==> src/rtl/irq_chain_pkg.sv <==
package irq_chain_pkg;
  // Vector of stage idx: base + idx*step, truncated by the caller.
  function automatic logic [31:0] stage_vector(input int unsigned base,
                                               input int unsigned step,
                                               input int unsigned idx);
    stage_vector = base + idx * step;
  endfunction
endpackage

==> src/rtl/irq_chain_stage.sv <==
module irq_chain_stage #(
  parameter int unsigned VEC_W    = 8,
  parameter int unsigned VEC_BASE = 'h40,
  parameter int unsigned VEC_STEP = 4,
  parameter int unsigned IDX      = 0
) (
  input  logic             clk,
  input  logic             rst_n,
  input  logic             dev_req,
  input  logic             pri_in,
  output logic             pri_out,
  output logic             pending,
  output logic             vec_en,
  output logic [VEC_W-1:0] vec_out
);
  import irq_chain_pkg::*;

  localparam logic [31:0]      VEC_FULL = stage_vector(VEC_BASE, VEC_STEP, IDX);
  localparam logic [VEC_W-1:0] MY_VEC   = VEC_FULL[VEC_W-1:0];

  logic pend_q;
  logic served;

  // Served: acknowledge reached this stage while it holds a request.
  assign served  = pri_in & pend_q;
  assign pri_out = pri_in & ~pend_q;
  assign vec_en  = served;
  assign vec_out = served ? MY_VEC : '0;
  assign pending = pend_q;

  // A new pulse wins over the clear of the same cycle.
  always_ff @(posedge clk or negedge rst_n) begin
    if (!rst_n)       pend_q <= 1'b0;
    else if (dev_req) pend_q <= 1'b1;
    else if (served)  pend_q <= 1'b0;
  end

  // a pulse always leaves the flag set.
  p_req_sets_r1: assert property (@(posedge clk) disable iff (!rst_n)
    dev_req |=> pend_q);

  // service without a new pulse clears the flag.
  p_serve_clears_r5: assert property (@(posedge clk) disable iff (!rst_n)
    (served && !dev_req) |=> !pend_q);

  // no acknowledge at this stage, no request: flag unchanged.
  p_hold_r2: assert property (@(posedge clk) disable iff (!rst_n)
    (!pri_in && !dev_req) |=> $stable(pend_q));
endmodule

==> src/rtl/irq_vec_merge.sv <==
module irq_vec_merge #(
  parameter int unsigned N_STAGES = 4,
  parameter int unsigned VEC_W    = 8
) (
  input  logic                              clk,
  input  logic                              rst_n,
  input  logic [N_STAGES-1:0]               en,
  input  logic [N_STAGES-1:0][VEC_W-1:0]    vec_in,
  output logic [VEC_W-1:0]                  vec_bus
);
  logic [N_STAGES:0][VEC_W-1:0] acc;

  assign acc[0] = '0;
  for (genvar g = 0; g < N_STAGES; g++) begin : g_or
    assign acc[g+1] = acc[g] | vec_in[g];
  end
  assign vec_bus = acc[N_STAGES];

  // at most one stage drives the shared bus.
  p_single_driver_r6: assert property (@(posedge clk) disable iff (!rst_n)
    $onehot0(en));
endmodule

==> src/rtl/irq_daisy_chain.sv <==
module irq_daisy_chain #(
  parameter int unsigned N_STAGES = 4,
  parameter int unsigned VEC_W    = 8,
  parameter int unsigned VEC_BASE = 'h40,
  parameter int unsigned VEC_STEP = 4
) (
  input  logic                clk,
  input  logic                rst_n,
  input  logic [N_STAGES-1:0] dev_req,
  input  logic                ack_in,
  output logic                irq_out,
  output logic [VEC_W-1:0]    vec_bus,
  output logic                chain_out
);
  logic [N_STAGES:0]                 pri;
  logic [N_STAGES-1:0]               pend;
  logic [N_STAGES-1:0]               en;
  logic [N_STAGES-1:0][VEC_W-1:0]    vecs;

  assign pri[0] = ack_in;

  for (genvar g = 0; g < N_STAGES; g++) begin : g_stage
    irq_chain_stage #(
      .VEC_W(VEC_W), .VEC_BASE(VEC_BASE), .VEC_STEP(VEC_STEP), .IDX(g)
    ) u_stage (
      .clk(clk), .rst_n(rst_n), .dev_req(dev_req[g]),
      .pri_in(pri[g]), .pri_out(pri[g+1]),
      .pending(pend[g]), .vec_en(en[g]), .vec_out(vecs[g])
    );
  end

  irq_vec_merge #(.N_STAGES(N_STAGES), .VEC_W(VEC_W)) u_merge (
    .clk(clk), .rst_n(rst_n), .en(en), .vec_in(vecs), .vec_bus(vec_bus)
  );

  assign irq_out   = |pend;
  assign chain_out = pri[N_STAGES];

  // without an acknowledge the bus and the chain output stay quiet.
  p_quiet_r2: assert property (@(posedge clk) disable iff (!rst_n)
    !ack_in |-> (vec_bus == '0 && !chain_out));

  // the shared line only rises after some device pulsed.
  p_irq_cause_r1: assert property (@(posedge clk) disable iff (!rst_n)
    $rose(irq_out) |-> $past(|dev_req));

  // a pass-through to the end means no stage is enabled.
  p_pass_r4: assert property (@(posedge clk) disable iff (!rst_n)
    chain_out |-> (en == '0));
endmodule

==> config.mk <==
export PLATFORM = sky130hd
export DESIGN_NAME = irq_daisy_chain
export DESIGN_NICKNAME = d
export VERILOG_FILES = /design/src/rtl/irq_chain_pkg.sv /design/src/rtl/irq_chain_stage.sv /design/src/rtl/irq_vec_merge.sv /design/src/rtl/irq_daisy_chain.sv
export SDC_FILE = /design/constraint.sdc
export NUM_CORES = 1
export LEC_CHECK = 0
export CORE_AREA = 2 2 39 41
export DETAILED_ROUTE_END_ITERATION = 16
export DIE_AREA = 0 0 41 43
export REMOVE_ABC_BUFFERS = 1
export SLEW_MARGIN = 20
export SYNTH_ARGS = -nofsm -noshare
export SYNTH_HDL_FRONTEND = slang
export SYNTH_SLANG_ARGS = --single-unit
export TNS_END_PERCENT = 30
==> constraint.sdc <==
create_clock -name clk -period 3.5 [get_ports clk]
set_input_delay 0.35 -clock clk [delete_from_list [all_inputs] [get_ports clk]]
set_output_delay 0.35 -clock clk [all_outputs]
set_load 0.005 [all_outputs]
Word-level counts from Yosys, hierarchy flattened
Index checks and enable logic that the tools add are counted.
Widths: inputs -> output; s select.
{"block": "word_totals", "regBits": 4, "in_bits": 7, "word_cells": 36}
{"block": "op_classes", "n_mux": 12, "n_bitwise": 15, "reduce_logical": 5}
{"op": "$mux 7", "count": 4}
{"op": "$or 8x7->8", "count": 2}
{"op": "$and 1x1->1", "count": 8}
{"op": "$mux 1", "count": 8}
{"op": "$reduce_bool 2->1", "count": 4}
{"op": "$or 7x7->7", "count": 1}
{"op": "$not 1->1", "count": 4}
{"op": "$reduce_or 4->1", "count": 1}

Logic depth before layout (Yosys ltp)
{"block": "logic_depth", "word_depth": 7, "ltp_mapped": 2, "mapped_depth_nobuf": 2}

Cells and area by module
A second synthesis with hierarchy kept.
{"block": "hier_totals", "hier_cells": 65, "area_unflattened_um2": 513.0}
{"mod": "irq_chain_stage", "n_inst": 4, "cells_each": 14, "area_each_um2": 111.4, "seq_area_each_um2": 25.0}
{"mod": "irq_vec_merge", "n_inst": 1, "cells_each": 8, "area_each_um2": 60.1, "seq_area_each_um2": 0.0}
{"mod": "irq_daisy_chain", "n_inst": 1, "cells_each": 1, "area_each_um2": 7.5, "seq_area_each_um2": 0.0}

Worst setup path after synthesis
OpenSTA, ideal clock, no wires.
{"block": "synth_path", "path_type": "reg-to-output", "start": "register g_stage[1].u_stage.pend_q", "end": "output vec_bus[6]", "t_arrival_ns": 1.083, "required_ns": 3.150, "setup_slack_ns": 2.067, "stages_incl_launch_ff": 3, "n_path_buf": 0, "cell_sequence": "dfrtp_1 or4_4 and2_4"}
{"block": "synth_via", "elab_chain_len": 6, "elab_cells_between_ends": 12, "classes_between": "mux (3); bitwise (9)"}
{"element": "start, declared", "line_no": "irq_chain_stage.sv:21", "text": "logic pend_q;"}
{"element": "start signal, assigned", "line_no": "irq_chain_stage.sv:33", "text": "if (!rst_n) pend_q <= 1'b0;"}
{"element": "start signal, assigned", "line_no": "irq_chain_stage.sv:34", "text": "else if (dev_req) pend_q <= 1'b1;"}
{"element": "start signal, assigned", "line_no": "irq_chain_stage.sv:35", "text": "else if (served) pend_q <= 1'b0;"}
{"element": "$not 1->1", "line_no": "irq_chain_stage.sv:26", "text": "assign pri_out = pri_in & ~pend_q;"}
{"element": "$and 1x1->1", "line_no": "irq_chain_stage.sv:26"}
{"element": "$and 1x1->1 (on tied branches)", "line_no": "irq_chain_stage.sv:25, irq_chain_stage.sv:26"}
{"element": "$mux 7 / $and 1x1->1 (equally long branches)", "line_no": "irq_chain_stage.sv:28, irq_chain_stage.sv:25"}
{"element": "$or 8x7->8 / $mux 7 (equally long branches)", "line_no": "irq_vec_merge.sv:15, irq_chain_stage.sv:28"}
{"element": "$or 8x7->8 *", "line_no": "irq_vec_merge.sv:15", "text": "assign acc[g+1] = acc[g] | vec_in[g];"}
{"element": "end, declared", "line_no": "irq_daisy_chain.sv:12", "text": "output logic [VEC_W-1:0] vec_bus,"}
Mark *: on every way between the ends. The rest lies on a longest branch, timed or not.

Final worst setup path
{"block": "layout_path", "start": "input ack_in", "end": "output chain_out"}
{"block": "layout_via", "elab_chain_len": 4}
{"element": "start, declared", "line_no": "irq_daisy_chain.sv:10", "text": "input logic ack_in,"}
{"element": "$and 1x1->1 (4 in a row)", "line_no": "irq_chain_stage.sv:26"}
{"element": "end, declared", "line_no": "irq_daisy_chain.sv:13", "text": "output logic chain_out"}
Every way passes these cells.

==> qor.txt <==
Place WS -> 1140 ps
Antenna Cells -> 0
Post-Synth Simple-Gate Area -> 24.4%
routed vias -> 202
Worst Path Arrival -> 2010 ps
Sequential Power Share -> 40.7%
post-DP HPWL -> 368 µm
Synth Register Bits -> 4
Tot GR Track Use -> 5.64%
worst IR drop on VDD -> 0.000176 V
largest net degree at the start of global routing -> 7
nets -> 48
WL final -> 428 µm
skew final -> 3.55 ps
synthesis warning total -> 0
Comb power frac -> 13.9%
clk buf depth -> 2
post-synthesis mux area share -> 0%
Core ar. -> 1380 µm²
GRT overflow -> 0
startpoint types -> primary input
routability cong. -> 0.642
Initial Utilization -> 17.8%
global-route met2 utilization -> 8.13%
clock power share -> 45.5%
Worst-path clk slew -> 40 ps
nature of the critical path endpoint -> output pin
DP Area -> 354 µm²
Multi-input gate area -> 116 µm²
Vias per Instance -> 3.67
I/O pin cnt -> 17
Synth Instances -> 26
Clock Latency Late Sink -> 230 ps
Die Height -> 43 µm
synthesized area per cell -> 9.48 µm²
first-pass iteration count of the detailed router -> 2
setup slack after layout -> 1140 ps
Critical Path Start -> ack_in
Fillers -> 163
Resized cells post-CTS -> 0
most common cell after layout, fill and taps aside -> clkdlybuf4s50_1
final setup violating endpoints -> 0
Fin Hold WS -> 321 ps
final worst path period share -> 67.3%
worst hold path class -> primary input to asynchronous set/reset pin
RSZ-0062 raised after global routing -> false
critical path class -> primary input to output pin
Synth-to-Final Area Change -> 52.8%
area of the die -> 1760 µm²
CTS tree -> built
status -> finished, final reports clean
routed length per instance -> 7.78 µm
fmax -> 0.424 GHz
share of cells above drive strength 1 -> 17.9%
register area share after synthesis -> 40.6%
Clock Sinks -> 4
Synth cell types -> 15
internal power -> 0.0980 mW
commonest cells after routing, fill and taps aside -> clkdlybuf4s50_1 (11), conb_1 (5), dfrtp_1 (4), clkbuf_4 (3)
xor/xnor share of the synthesized area -> 0%
min Tclk post-route -> 2360 ps
drt drc -> 0
grt met3 use -> 3.14%
die width -> 41 µm
sw frac -> 20.5%
adder-cell share of the synthesized area -> 0%
Post-Route Utilization -> 27.2%
RR Startpoint -> g_stage[1].u_stage.pending$_DFFE_PN0P_
max reg flops -> 4
initial antenna violation count -> 0
largest fanout on the critical path -> 4
pwr dens -> 327 nW/µm²
Non-Filler Instances -> 55
Hold Violations, Final -> 0
first-pass GRT wire length -> 600 µm
Max Cap Viol -> 0
Post-CTS Hold Fix Bufs -> 0
main combinational cell family by area after synthesis -> simple AND/OR/NAND/NOR gates
Root Driver -> clkbuf_4
Req. time, crit path -> 3150 ps
Final Total Pwr -> 0.123 mW
Compound-Gate Fraction of Synth Area -> 15.2%
Setup TNS Final -> 0 ps
Post-Syn Area -> 246 µm²
Initial DRC Count -> 2
ANT nets after route -> 0
design area -> 377 µm²
total CTS buffers -> 3
PortBufs -> 11
row count -> 14
Sequential Area -> 100 µm²
Placed Cells -> 52
Final Slew Violations -> 0
CTS H-tree depth -> 1
Setup Fix Bufs, Post-CTS -> 0
Psw -> 0.0253 mW
grt met1 use -> 4.87%
gr busiest metal -> met2
P_leak -> 0.156 nW
vias in the first global route -> 178
final cells by class:
type | count | area share, %
repair buffers | 11 | 29.2
inverters | 2 | 1.99
well taps | 16 | 5.32
clock buffers | 3 | 5.98
multi-input cells | 19 | 30.9
flip-flops and latches | 4 | 26.6
cells in the mapped netlist:
library cell,count,area share (%)
buf_4,5,15
or2_2,1,2.5
conb_1,1,1.5
a21o_1,2,6.1
nand2b_1,2,5.1
nor3_1,1,2.0
or4_4,1,4.6
nor2_1,2,3.0
and2_4,1,3.6
inv_1,2,3.0
or3b_1,1,3.6
a21o_2,1,3.6
o22a_1,1,3.6
a21oi_1,1,2.0
dfrtp_1,4,41
final timing paths:
| check | slack [ps] | end | depth (start not counted) |
|---|---|---|---|
| worst min-delay path | 320 | g_stage[0].u_stage.pending$_DFFE_PN0P_ | 1 |
| min in group clk | 520 | g_stage[1].u_stage.pending$_DFFE_PN0P_ | 1 |
| worst max-delay path | 1140 | chain_out | 4 |
| max in group asynchronous | 3010 | g_stage[2].u_stage.pending$_DFFE_PN0P_ | 1 |
| worst max register to register | 2360 | g_stage[3].u_stage.pending$_DFFE_PN0P_ | 2 |
| worst min register to register | 520 | g_stage[1].u_stage.pending$_DFFE_PN0P_ | 1 |
critical path: stages:
cell and delay (ps):
clkdlybuf4s50_1 520, or3b_1 420, nor3_1 180, clkdlybuf4s50_1 530
routing by layer:
| layer | wire length, µm | up-vias |
|---|---|---|
| met5 | 0 | - |
| met4 | 0 | 0 |
| met3 | 25 | 0 |
| met2 | 214 | 7 |
| met1 | 188 | 94 |
| li1 | - | 101 |
power by group through the flow:
stage               clock network (mW)  registers, mW  logic [mW]
detailed placement                   0         0.0507      0.0173
global route                    0.0626         0.0503      0.0191
floorplan                            0         0.0502     0.00595
finish                          0.0561         0.0501      0.0171
global placement                     0         0.0507      0.0171
CTS                             0.0592         0.0501      0.0174
cells by family after synthesis:
family,after synthesis
other,1
and+or+nand+nor,9
DFF,4
AOI/OAI and AO/OA,5
buffers and inverters,7
Power figures use the tool's default switching activity.
